`src/rtl/gpio_edge_pkg.sv`:
```
package gpio_edge_pkg;
  // Register word index (address bits above the byte offset)
  typedef enum logic [2:0] {
    RG_OUT  = 3'd0,
    RG_DIR  = 3'd1,
    RG_POL  = 3'd2,
    RG_MASK = 3'd3,
    RG_STAT = 3'd4,
    RG_OWN  = 3'd5,
    RG_IN   = 3'd6
  } reg_sel_e;
endpackage

```
`src/rtl/gpio_sync.sv`:
```
module gpio_sync #(
  parameter int W      = 16,
  parameter int STAGES = 2
) (
  input  logic         clk,
  input  logic         rst,
  input  logic [W-1:0] d,
  output logic [W-1:0] q
);
  logic [W-1:0] chain [STAGES];

  always_ff @(posedge clk) begin
    if (rst) chain[0] <= '0;
    else     chain[0] <= d;
  end

  for (genvar s = 1; s < STAGES; s++) begin : g_stage
    always_ff @(posedge clk) begin
      if (rst) chain[s] <= '0;
      else     chain[s] <= chain[s-1];
    end
  end

  assign q = chain[STAGES-1];
endmodule

```
`src/rtl/gpio_edge_status.sv`:
```
module gpio_edge_status #(
  parameter int W = 16
) (
  input  logic         clk,
  input  logic         rst,
  input  logic [W-1:0] smp,
  input  logic [W-1:0] pol,
  input  logic [W-1:0] clr,
  output logic [W-1:0] status
);
  logic [W-1:0] prev_q;
  logic [W-1:0] status_q;
  logic [W-1:0] evt;

  // One edge per pin: polarity 1 = rising, 0 = falling
  for (genvar i = 0; i < W; i++) begin : g_pin
    assign evt[i] = pol[i] ? (smp[i] & ~prev_q[i]) : (~smp[i] & prev_q[i]);
  end

  always_ff @(posedge clk) begin
    if (rst) begin
      prev_q   <= '0;
      status_q <= '0;
    end else begin
      prev_q   <= smp;
      // set wins over a same-cycle clear
      status_q <= (status_q & ~clr) | evt;
    end
  end

  assign status = status_q;
endmodule

```
`src/rtl/gpio_regs.sv`:
```
module gpio_regs
  import gpio_edge_pkg::*;
#(
  parameter int W  = 16,
  parameter int AW = 5,
  parameter int DW = 32
) (
  input  logic          clk,
  input  logic          rst,
  input  logic [AW-1:0] addr,
  input  logic          wr_en,
  input  logic          rd_en,
  input  logic [DW-1:0] wdata,
  input  logic [W-1:0]  in_smp,
  input  logic [W-1:0]  status,
  output logic [W-1:0]  out_q,
  output logic [W-1:0]  dir_q,
  output logic [W-1:0]  pol_q,
  output logic [W-1:0]  mask_q,
  output logic [W-1:0]  own_q,
  output logic [W-1:0]  clr,
  output logic [DW-1:0] rdata
);
  localparam int SW = AW - 2;

  logic [SW-1:0] sel;
  logic [W-1:0]  wv;
  logic [W-1:0]  rd_val;
  logic [DW-1:0] rdata_q;
  logic          unused_bits;

  assign sel         = addr[AW-1:2];
  assign wv          = wdata[W-1:0];
  assign unused_bits = ^{addr[1:0], wdata[DW-1:W]};

  assign clr = (wr_en && sel == SW'(RG_STAT)) ? wv : '0;

  always_ff @(posedge clk) begin
    if (rst) begin
      out_q  <= '0;
      dir_q  <= '1;
      pol_q  <= '0;
      mask_q <= '1;
      own_q  <= '0;
    end else if (wr_en) begin
      if (sel == SW'(RG_OUT))  out_q  <= wv;
      if (sel == SW'(RG_DIR))  dir_q  <= wv;
      if (sel == SW'(RG_POL))  pol_q  <= wv;
      if (sel == SW'(RG_MASK)) mask_q <= wv;
      if (sel == SW'(RG_OWN))  own_q  <= wv;
    end
  end

  always_comb begin
    rd_val = '0;
    if (sel == SW'(RG_OUT))  rd_val = out_q;
    if (sel == SW'(RG_DIR))  rd_val = dir_q;
    if (sel == SW'(RG_POL))  rd_val = pol_q;
    if (sel == SW'(RG_MASK)) rd_val = mask_q;
    if (sel == SW'(RG_STAT)) rd_val = status;
    if (sel == SW'(RG_OWN))  rd_val = own_q;
    if (sel == SW'(RG_IN))   rd_val = in_smp;
  end

  always_ff @(posedge clk) begin
    if (rst)        rdata_q <= '0;
    else if (rd_en) rdata_q <= DW'(rd_val);
  end

  assign rdata = rdata_q;
endmodule

```
`src/rtl/gpio_edge_port.sv`:
```
module gpio_edge_port #(
  parameter int W      = 16,
  parameter int AW     = 5,
  parameter int DW     = 32,
  parameter int STAGES = 2
) (
  input  logic          clk,
  input  logic          rst,
  input  logic [AW-1:0] addr,
  input  logic          wr_en,
  input  logic          rd_en,
  input  logic [DW-1:0] wdata,
  output logic [DW-1:0] rdata,
  input  logic [W-1:0]  pin_in,
  output logic [W-1:0]  pin_out,
  output logic [W-1:0]  pin_oe,
  output logic [W-1:0]  own_out,
  output logic          irq_out
);
  logic [W-1:0] smp_w;
  logic [W-1:0] stat_w;
  logic [W-1:0] out_w, dir_w, pol_w, mask_w, own_w, clr_w;
  logic         irq_q;

  gpio_sync #(.W(W), .STAGES(STAGES)) u_sync (
    .clk(clk), .rst(rst), .d(pin_in), .q(smp_w)
  );

  gpio_edge_status #(.W(W)) u_edge (
    .clk(clk), .rst(rst), .smp(smp_w), .pol(pol_w), .clr(clr_w),
    .status(stat_w)
  );

  gpio_regs #(.W(W), .AW(AW), .DW(DW)) u_regs (
    .clk(clk), .rst(rst), .addr(addr), .wr_en(wr_en), .rd_en(rd_en),
    .wdata(wdata), .in_smp(smp_w), .status(stat_w),
    .out_q(out_w), .dir_q(dir_w), .pol_q(pol_w), .mask_q(mask_w),
    .own_q(own_w), .clr(clr_w), .rdata(rdata)
  );

  always_ff @(posedge clk) begin
    if (rst) irq_q <= 1'b0;
    else     irq_q <= |(stat_w & ~mask_w);
  end

  assign pin_out = out_w;
  assign pin_oe  = ~dir_w;
  assign own_out = own_w;
  assign irq_out = irq_q;
endmodule

```
`config.mk`:
```
export PLATFORM = sky130hd
export DESIGN_NAME = gpio_edge_port
export DESIGN_NICKNAME = d
export VERILOG_FILES = /design/src/rtl/gpio_edge_pkg.sv /design/src/rtl/gpio_sync.sv /design/src/rtl/gpio_edge_status.sv /design/src/rtl/gpio_regs.sv /design/src/rtl/gpio_edge_port.sv
export SDC_FILE = /design/constraint.sdc
export NUM_CORES = 1
export LEC_CHECK = 0
export BUFFER_PORTS_ARGS = -buffer_cell sky130_fd_sc_hd__buf_2
export CORE_UTILIZATION = 49
export DETAILED_ROUTE_END_ITERATION = 7
export PLACE_DENSITY = 0.78
export SYNTH_ARGS = -nofsm -noshare
export SYNTH_HDL_FRONTEND = slang
export SYNTH_SLANG_ARGS = --single-unit
export TNS_END_PERCENT = 10
```
`constraint.sdc`:
```
create_clock -name clk -period 1.7 [get_ports clk]
set_clock_uncertainty 0.2 [all_clocks]
set_input_delay 0.34 -clock clk [delete_from_list [all_inputs] [get_ports clk]]
set_output_delay 0.34 -clock clk [all_outputs]
set_load 0.1 [all_outputs]
```
==> run summary <==
Worst Path Buf+Inv = 1
chip width = 120 µm
area delta synth->final = 28.4%
root buffer cell = clkbuf_16
P_leak = 3.69 nW
CP Capture Type = output port
Yosys Warn Count = 0
H-tree depth = 4
Die Height = 120 µm
Post-synth EDFFs = 0
Via density = 5.42
Distinct cells, synth = 43
Synth area leader = dfxtp_1
Syn Std Cell Area = 6810 µm²
Max Slew Vio Count = 0
I/O pin count = 138
Num CTS Buffers = 17
FF+latch count, synth = 161
syn avg cell area = 8.71 µm²
clk sinks = 161
drt pass-1 iters = 8
via count of the first global-routing pass = 5,574
All-Layer GR Usage = 26.0%
Initial Utilization = 50.8%
fin crit share = 98.5%
worst hold path type = input pin to register
main flop type after synthesis = dfxtp_1
status = complete, no violations
final hold violations = 0
Antenna Nets Post-Route = 0
Req. time, crit path = 1.16 ns
Tmin final = 1.67 ns
Seq/Total Area, Yosys = 47.4%
count leader, synth = nand2_1
Routed WL per cell = 16.5 µm
worst vdd ir = 729 µV
Worst Slack Setup Final = 0.0259 ns
WL final = 18,300 µm
Commonest cells post-synth = nand2_1 (168), dfxtp_1 (161), nor2_1 (65), nor2b_1 (65), a21oi_1 (61)
total grt overflow = 0
CP cell instances = buf_2
RSZ-0062 raised after global routing = no
Core Rows = 42
die area = 14,400 µm²
CP top delay family = buffers and inverters
Final Wtd Congestion = 0.867
Max stage delay on crit path = 0.41 ns
Max Freq = 597 MHz
Finish-stage setup viols = 0
DRC marker count from the first detailed-route iteration = 659
pre-CTS WS = -0.313 ns
I/O Buffers = 103
largest net degree at the start of global routing = 55
Power per Cell Area = 1080 nW/µm²
Post-CTS Setup Bufs = 0
max_cap viols = 0
ANT cells = 0
Post-Syn Instances = 781
initial antenna violation count = 0
CP max-delay cell = buf_2
first-pass GRT wire length = 28,600 µm
CP Launch Type = register
Synth async-reset ratio = 0%
layout cells sized above 1 = 21.6%
Hold WS = 0.0141 ns
final net count = 978
Synth area leaders = dfxtp_1 (47%), nand2_1 (9.3%), nor2b_1 (6.0%)
TritonCTS clock tree = yes
Clock Tree Buf Depth = 2
Arr. time, crit path = 1.13 ns
number of remaining DRC errors = 0
post-synth top area share = 47.4%
Setup Crit Path Kind = register to output port
CP max FO = 1
Worst-path clk slew = 0.06 ns
post-DP HPWL = 12,500 µm
Core ar. = 13,400 µm²
Clock Latency Late Sink = 0.42 ns
routed vias = 6,014
-- report_power, final --
group	switching, mW	internal (mW)	total (mW)
Combinational	0.939	0.412	1.35
Sequential	0.0961	3.91	4.00
Clock	1.49	2.62	4.11
Total	2.53	6.94	9.47
-- state kept, by name (all words and copies together), names as in the netlist --
| name | cells |
|---|---|
| u_edge.prev_q | 16 |
| u_regs.dir_q | 16 |
| irq_out | 1 |
| u_sync.chain | 32 |
| u_regs.out_q | 16 |
| u_regs.rdata | 16 |
| u_edge.status | 16 |
| u_regs.own_q | 16 |
| u_regs.pol_q | 16 |
| u_regs.mask_q | 16 |
-- placed cells by master (no fill, tap or decap), types with 11 or more instances in the layout --
cell type      instances
a211o_1               29
a21oi_1               61
a221oi_1              12
buf_12                11
buf_2                 38
buf_4                102
clkbuf_16             17
conb_1                16
dfxtp_1              159
dlygate4sd3_1         17
inv_1                 29
mux2i_1               14
nand2_1              168
nor2_1                64
nor2b_1               65
o211ai_1              11
o21ai_0               18
-- layer usage --
metal	track usage [%]	vias to the layer above	part of all wire [%]
met5	0	-	0
met4	11.3	0	2.3
met3	4.66	36	7.2
met2	41.9	312	46
met1	34.3	2790	44
li1	-	2876	-
-- area by class of cell --
cell class,count,area (µm²)
flip-flops and latches,161,3230
clock buffers,24,492
clock inverters,8,150
multi-input cells,538,3130
repair buffers,174,1410
fillers,1057,4660
well taps,176,220
inverters,29,109
-- stage by stage --
step	instances	utilization, %	area, µm²	setup TNS (ns)	power [mW]
floorplan	796	-	6860	-0.721	5.04
global placement	1061	57.7	7740	-11.58	5.33
finish	1110	65.2	8740	0	9.47
detailed placement	1061	57.7	7740	-13.40	5.35
global route	1110	65.2	8740	0	9.74
CTS	1110	65.0	8710	0	9.47
-- cell families after synthesis --
kind of cell	Yosys count	share of synthesized area, %
multiplexers	24	5.53
buffers and inverters	97	7.61
AO/OA/AOI/OAI	167	16.5
other	1	0.0551
flip-flops	161	47.4
AND/OR/NAND/NOR	331	22.9
-- final timing paths --
kind | depth (start not counted) | to | slack, ns | start
min reg2reg | 1 | u_sync.chain[1][11]$_SDFF_PP0_ | 0.23 | u_sync.chain[0][11]$_SDFF_PP0_
min | 2 | u_regs.dir_q[3]$_SDFFE_PP1P_ | 0.01 | wdata[3]
max | 1 | irq_out | 0.03 | irq_out$_SDFF_PP0_
max reg2reg | 4 | irq_out$_SDFF_PP0_ | 0.19 | u_regs.mask_q[0]$_SDFFE_PP1P_
-- what timing repair did --
action | CTS | global route
endpoints found under the hold margin | 17 | 0
pin swaps | 0 | 0
endpoints found under the setup margin | 63 | 9
hold buffers | 17 | 0
resized for setup | 63 | 8
No activity file was read; power rests on OpenSTA's default activity.
